[src/rtl/arb_pkg.sv]
// Package: shared types for the two-master arbiter.
// Assumes: exactly two masters; index 0 is the higher priority one.
package arb_pkg;

    // Who holds the bus at present.
    typedef enum logic [1:0] {
        OWN_NONE = 2'd0,
        OWN_M0   = 2'd1,
        OWN_M1   = 2'd2
    } owner_e;

endpackage

[src/rtl/arb_pick.sv]
// Module: arb_pick
// Chooses which master would win a free bus from the current requests.
// Assumes: fixed priority, master 0 above master 1; purely combinational.
module arb_pick
    import arb_pkg::*;
(
    input  logic   req_m0,
    input  logic   req_m1,
    output owner_e winner
);

    // Fixed-priority choice among the live requests.
    always_comb begin
        if (req_m0)
            winner = OWN_M0;
        else if (req_m1)
            winner = OWN_M1;
        else
            winner = OWN_NONE;
    end

endmodule

[src/rtl/arb_gap_timer.sv]
// Module: arb_gap_timer
// Counts the quiet cycles that must pass after a release before a new grant.
// Assumes: IDLE_GAP >= 1; load is a one-cycle pulse in the release cycle.
module arb_gap_timer #(
    parameter int IDLE_GAP = 1
) (
    input  logic clk,
    input  logic rst_n,
    input  logic load,
    output logic ready
);

    localparam int CW = (IDLE_GAP > 1) ? $clog2(IDLE_GAP) : 1;
    localparam logic [CW-1:0] RELOAD = CW'(IDLE_GAP - 1);

    logic [CW-1:0] cnt_q;

    // Load on release, then count down to zero.
    always_ff @(posedge clk) begin
        if (!rst_n)
            cnt_q <= '0;
        else if (load)
            cnt_q <= RELOAD;
        else if (cnt_q != '0)
            cnt_q <= cnt_q - 1'b1;
    end

    // The bus may be handed out again once the count is spent.
    assign ready = (cnt_q == '0);

endmodule

[src/rtl/arb_owner_fsm.sv]
// Module: arb_owner_fsm
// Tracks the current bus owner: grants a free bus, holds it while the
// owner requests, and frees it when the owner lets go.
// Assumes: the winner input already reflects the priority rule.
module arb_owner_fsm
    import arb_pkg::*;
(
    input  logic   clk,
    input  logic   rst_n,
    input  logic   req_m0,
    input  logic   req_m1,
    input  owner_e winner,
    input  logic   gap_ready,
    output owner_e owner,
    output logic   release_now
);

    owner_e owner_q;
    owner_e owner_d;

    // Detect that the present owner has dropped its request.
    always_comb begin
        unique case (owner_q)
            OWN_M0:  release_now = !req_m0;
            OWN_M1:  release_now = !req_m1;
            default: release_now = 1'b0;
        endcase
    end

    // Next-owner decision.
    always_comb begin
        owner_d = owner_q;
        unique case (owner_q)
            OWN_NONE: if (gap_ready) owner_d = winner;
            OWN_M0:   if (release_now) owner_d = OWN_NONE;
            OWN_M1:   if (release_now) owner_d = OWN_NONE;
            default:  owner_d = OWN_NONE;
        endcase
    end

    // Owner register with synchronous reset to a free bus.
    always_ff @(posedge clk) begin
        if (!rst_n)
            owner_q <= OWN_NONE;
        else
            owner_q <= owner_d;
    end

    assign owner = owner_q;

endmodule

[src/rtl/two_master_arbiter.sv]
// Module: two_master_arbiter (top)
// Central arbiter for two masters with separate request and grant lines.
// Non-preemptive; master 0 wins a free bus; IDLE_GAP quiet cycles after
// every release. Assumes requests are synchronous to clk.
module two_master_arbiter
    import arb_pkg::*;
#(
    parameter int IDLE_GAP = 1
) (
    input  logic clk,
    input  logic rst_n,
    input  logic req_m0,
    input  logic req_m1,
    output logic gnt_m0,
    output logic gnt_m1
);

    owner_e winner;
    owner_e owner;
    logic   release_now;
    logic   gap_ready;

    // Elaboration-time guard on the parameter.
    if (IDLE_GAP < 1) begin : g_bad_gap
        $error("IDLE_GAP must be at least 1");
    end

    arb_pick u_pick (
        .req_m0 (req_m0),
        .req_m1 (req_m1),
        .winner (winner)
    );

    arb_gap_timer #(.IDLE_GAP(IDLE_GAP)) u_gap (
        .clk   (clk),
        .rst_n (rst_n),
        .load  (release_now),
        .ready (gap_ready)
    );

    arb_owner_fsm u_fsm (
        .clk         (clk),
        .rst_n       (rst_n),
        .req_m0      (req_m0),
        .req_m1      (req_m1),
        .winner      (winner),
        .gap_ready   (gap_ready),
        .owner       (owner),
        .release_now (release_now)
    );

    // Grants decode straight from the owner register.
    assign gnt_m0 = (owner == OWN_M0);
    assign gnt_m1 = (owner == OWN_M1);

endmodule

[config.mk]
export PLATFORM = sky130hd
export DESIGN_NAME = two_master_arbiter
export DESIGN_NICKNAME = d
export VERILOG_FILES = /design/src/rtl/arb_pkg.sv /design/src/rtl/arb_pick.sv /design/src/rtl/arb_gap_timer.sv /design/src/rtl/arb_owner_fsm.sv /design/src/rtl/two_master_arbiter.sv
export SDC_FILE = /design/constraint.sdc
export NUM_CORES = 1
export LEC_CHECK = 0
export ABC_AREA = 1
export BUFFER_PORTS_ARGS = -buffer_cell sky130_fd_sc_hd__buf_2
export CORE_AREA = 2 2 39 41
export DETAILED_ROUTE_END_ITERATION = 10
export DIE_AREA = 0 0 41 43
export REMOVE_ABC_BUFFERS = 1
export SLEW_MARGIN = 30
export SYNTH_ARGS = -nofsm -noshare
export SYNTH_HDL_FRONTEND = slang
export SYNTH_SLANG_ARGS = --single-unit
export TNS_END_PERCENT = 5
[constraint.sdc]
create_clock -name clk -period 1.45 [get_ports clk]
set_input_delay 0.145 -clock clk [delete_from_list [all_inputs] [get_ports clk]]
set_output_delay 0.145 -clock clk [all_outputs]
set_load 0.01 [all_outputs]
# After elaboration in Yosys (flattened, before gate mapping)
# Index checks and enable logic that the tools add are counted.
# totals
regBits,3
wordCells,21
# op_classes
addsub,1
n_eq_ne,4
muxes,6
n_bitwise,2
reduce_logical,6
# op_table
operator,count
$mux 2,4
$pmux 2 s2,1
$reduce_or 3->1,1
$eq 2x1->1 const B,1
$eq 2x2->1 const B,1
$logic_not 1->1,2
$logic_not 2->1,1
$ne 2x1->1 const B,1
$ne 2x2->1 const B,1
$not 1->1,2
$pmux 1 s2,1
$reduce_and 2->1,1
$reduce_or 2->1,1
$sub 1x1->1 const B,1

# Depth between registers and ports, before layout
# depth
ltp_word,4
depth_mapped,7

# Modules after synthesis
# From an unflattened synthesis, not the netlist that was laid out.
# unflattened
cells_unflattened,35
hier_area_um2,242.7
# modules_own_cells
mod,n_inst,cells_each,area_per_inst_um2,seq_area_each_um2
arb_owner_fsm,1,25,182.7,40.0
arb_gap_timer,1,3,27.5,20.0
arb_pick,1,3,17.5,0.0
two_master_arbiter,1,4,15.0,0.0

# Least setup slack after synthesis
# Ideal clock, no wire load.
# synth_path
kind,register to register
startpoint,register u_fsm.owner_q[0] (netlist: u_fsm.owner[0])
endpoint,register u_fsm.owner_q[0] (netlist: u_fsm.owner[0])
setup_ns,0.115
arrival_ns,0.963
setup_slack_ns,0.372
path_stages_with_launch,7
period_less_slack_ns,1.078
cell_sequence,dfxtp_1 > inv_1 > ha_1 > nand2_2 > nand3_4 > a21oi_1 > nor2_1
# synth_between
elab_chain_cells,4
elab_cells_between_ends,9
# synth_rtl
element,line_no,text
from (decl),arb_owner_fsm.sv:18,owner_e owner_q;
from (signal assigned),arb_owner_fsm.sv:46,owner_q <= owner_d;
$eq 2x2->1 (*),n/a,
named net gnt_m1,two_master_arbiter.sv:15,output logic gnt_m1
$pmux 1 s2 / $reduce_or 2->1 (equally long branches),n/a,
$ne 2x1->1 (no source line),n/a,
$reduce_and 2->1 (no source line),n/a,
# The timed path passes the listed nets; every way through them passes the cells marked *.
# A chain may end at the register's enable or synchronous reset.

# Worst setup path after layout
# layout_path
startpoint,register u_fsm.owner_q[0] (netlist: u_fsm.owner[0])
endpoint,output gnt_m1
# layout_between
elab_chain_cells,1
# layout_rtl
element,line_no,text
$eq 2x2->1,two_master_arbiter.sv:54,assign gnt_m1 = (owner == OWN_M1);
to (decl),two_master_arbiter.sv:15,
# Every way passes these cells.

==> out/results.txt <==
The die is 41 um wide. Entering global routing, the biggest net connects 5 pins. The fraction of layout cells with a size suffix above 1 works out to 0.382.

In this design, the stage delay of the slowest critical-path cell is 350 ps. Sum of overflow across all layers after global routing: 0. The path class of the lowest-slack min-delay path was primary input to register. For the final routed database, the setup TNS stands at 0 ps. In the routed layout, each cell is associated on average with a via count of 3.48. The cell area that synthesis handed to floorplanning was 196 um2. The logs give 0 for the count of warnings emitted by yosys and 0.643 for the last weighted congestion value of the routability-driven placer. The tools report the total cell area at the placement stage as 241 um2. At the later pin of the worst-skew pair, clock insertion delay measures 230 ps.

The run gives 289 um as the HPWL after detailed placement. The signal on the critical path passes through inv_1 -> ha_1 -> buf_2. For this run, the top clock speed supported by timing is 869 MHz.

For the max-slew violation total from the final report, the log shows 0. Post-CTS repair changed the size of 0 cells. The tools report the endpoint kind of the worst setup timing path as an output port. Relative to the synthesized area, the layout overhead comes to 36.3%. TritonCTS built the clock tree. The count of routing violations after the opening detailed-route iteration was 1; the number of DRC violations after detailed routing was 0.

The first global-routing pass estimated 572 um of wire. Setup repair after global routing left no endpoint under its margin. The initial antenna violation count was 0; the number of optimization iterations in the first detailed-route pass was 2.

Summed over all cells, the static leakage comes to 0.134 nW. The number of hold buffers added after CTS was 0. For this block, the routed nets add up to 347 um of wire.

Buffers placed on the I/O ports in this run total 5. The flow ran to the end, and the final reports show no timing, DRC or antenna violations. The number of buffers on the longest clock path came out at 2. The highest fanout seen on the critical path is 3, and the worst endpoint data arrival time is 1010 ps. Including well taps, the total number of placed cells is 46.

Total number of clock tree sinks: 3. Together, buffers and inverters on the worst path number 2. The logs give 0.0542 for the overall fraction of global-route tracks in use and 0 for the diode insertion count for antenna repair. The initialized floorplan defines 14 standard-cell rows. In this run the vertical extent of the chip is 43 um. The worst setup path is launched from a register. Max-cap violation count: 0. Across the whole layout, storage elements account for 60.1 um2. The clock arrives with 1.61 ps of skew. The post-synthesis sequential area ratio was 0.306; the utilization of the core after routing was 0.193.

The final layout contains 42 nets. The cell sitting at the root of the clock tree is a sky130_fd_sc_hd__clkbuf_4. For the synthesized instance count, the log shows 25. The mean routed wirelength per cell is 6.94 um. The hold violation count in the final report came out at 0. Summing all non-filler instances in the final layout gives an area of 268 um2.

The largest individual stage delay along the critical path comes from the cell sky130_fd_sc_hd__dfxtp_1. For the count of nets left with antenna violations after detail routing, the log shows 0. The post-route non-filler standard cell count is 50, and the number of global-route vias before repair is 183. The multi-input combinational cells in the finished layout cover a total of 121 um2.

TritonCTS buffer count: 3. At the worst endpoint, the required time is 1310 ps. The clock edge transition at the registers on the reported setup and hold paths is 40 ps.

For the core box area, the log shows 0.00138 mm2. The power density over cell area was 2130 mW/mm2. Effective utilization at floorplan: 0.142.

Leaving out fill and tap cells, the most frequent cell in the layout is sky130_fd_sc_hd__buf_2. The setup path with the least slack is of type register to output port. The final count of negative-setup-slack endpoints was 0; the number of distinct library cell variants in the gate-level netlist after synthesis was 11. Die footprint: 0.00176 mm2. For this design the top-level I/O count stands at 6. The count of H-tree levels built during CTS is 1.

The flip-flop and latch count after synthesis came out at 3. The worst path in the final design needs a cycle of 1150 ps, including I/O delays and setup. The final-layout fill cell count was 162.

Broken down by cell family, the worst path's largest delay share belongs to flip-flops. Across the VDD grid, the largest voltage drop is 0.339 mV. In this run the mean area of a mapped cell was 7.86 um2. The number of vias after detailed routing was 174; the part of the cycle the worst path needs was 0.793. After clock tree synthesis, the setup repair step added 0 buffers.
==> synth_stat cells <==
| cell type | n | share of area |
|---|---|---|
| sky130_fd_sc_hd__inv_2 | 1 | 0.019 |
| sky130_fd_sc_hd__conb_1 | 1 | 0.019 |
| sky130_fd_sc_hd__nand2_2 | 3 | 0.096 |
| sky130_fd_sc_hd__inv_1 | 3 | 0.057 |
| sky130_fd_sc_hd__nor2_1 | 2 | 0.038 |
| sky130_fd_sc_hd__nand2_1 | 3 | 0.057 |
| sky130_fd_sc_hd__dfxtp_1 | 3 | 0.31 |
| sky130_fd_sc_hd__nand3_1 | 3 | 0.076 |
| sky130_fd_sc_hd__nand3_4 | 1 | 0.089 |
| sky130_fd_sc_hd__a21oi_1 | 2 | 0.051 |
| sky130_fd_sc_hd__ha_1 | 3 | 0.19 |
==> tightest hold or removal path: stages <==
cell                      delay [ps]
sky130_fd_sc_hd__buf_2           100
sky130_fd_sc_hd__nand2_1          60
sky130_fd_sc_hd__nor2_1           40
==> final cells by class <==
class                      instances  area share
sequential                         3       0.224
inverter                           4      0.0561
tap                               16      0.0748
timing repair buffer               5      0.0935
clock buffer                       4      0.0981
multi-input combinational         18       0.453
==> state kept, by name (all words and copies together), names as in the netlist <==
| register | flops |
|---|---|
| u_gap.cnt_q | 1 |
| u_fsm.owner | 2 |
==> metal layers <==
layer	routed length (um)	GRT usage	up-vias	part of all wire
li1	-	-	95	-
met5	0	0	-	0
met4	0	0.0800	0	0
met2	192	0.0750	3	0.55
met3	19	0.0314	0	0.055
met1	135	0.0385	76	0.39
==> metrics by stage <==
stage | setup slack, ps | total power, mW | hold WS [ps]
after floorplan | 372 | 0.374 | 266
after global placement | 341 | 0.425 | 395
after detailed placement | 305 | 0.435 | 400
after CTS | 275 | 0.590 | 149
after global routing | 206 | 0.634 | 152
final | 300 | 0.571 | 157
==> final timing paths <==
check	slack, ps	endpoint	cells after the start	startpoint
max	300	gnt_m1	3	u_fsm.owner[0]
min	160	u_fsm.owner[0]	3	rst_n
max reg2reg	310	u_fsm.owner[1]	6	u_fsm.owner[0]
min reg2reg	530	u_fsm.owner[1]	2	u_fsm.owner[1]
==> cell families (layout without fill, tap and decap cells) <==
| group | Yosys count | after routing | share of synthesized area |
|---|---|---|---|
| adders and majority gates | 3 | 3 | 0.191 |
| buffers and inverters | 4 | 13 | 0.0764 |
| other | 1 | 1 | 0.0191 |
| AOI/OAI and AO/OA | 2 | 2 | 0.0510 |
| and+or+nand+nor | 12 | 12 | 0.357 |
| DFF | 3 | 3 | 0.306 |
==> power by group <==
part | internal, mW | switching, mW
combinational | 0.134 | 0.163
sequential | 0.110 | 0.0192
clock | 0.103 | 0.0426
(Power assumes the default switching activity.)
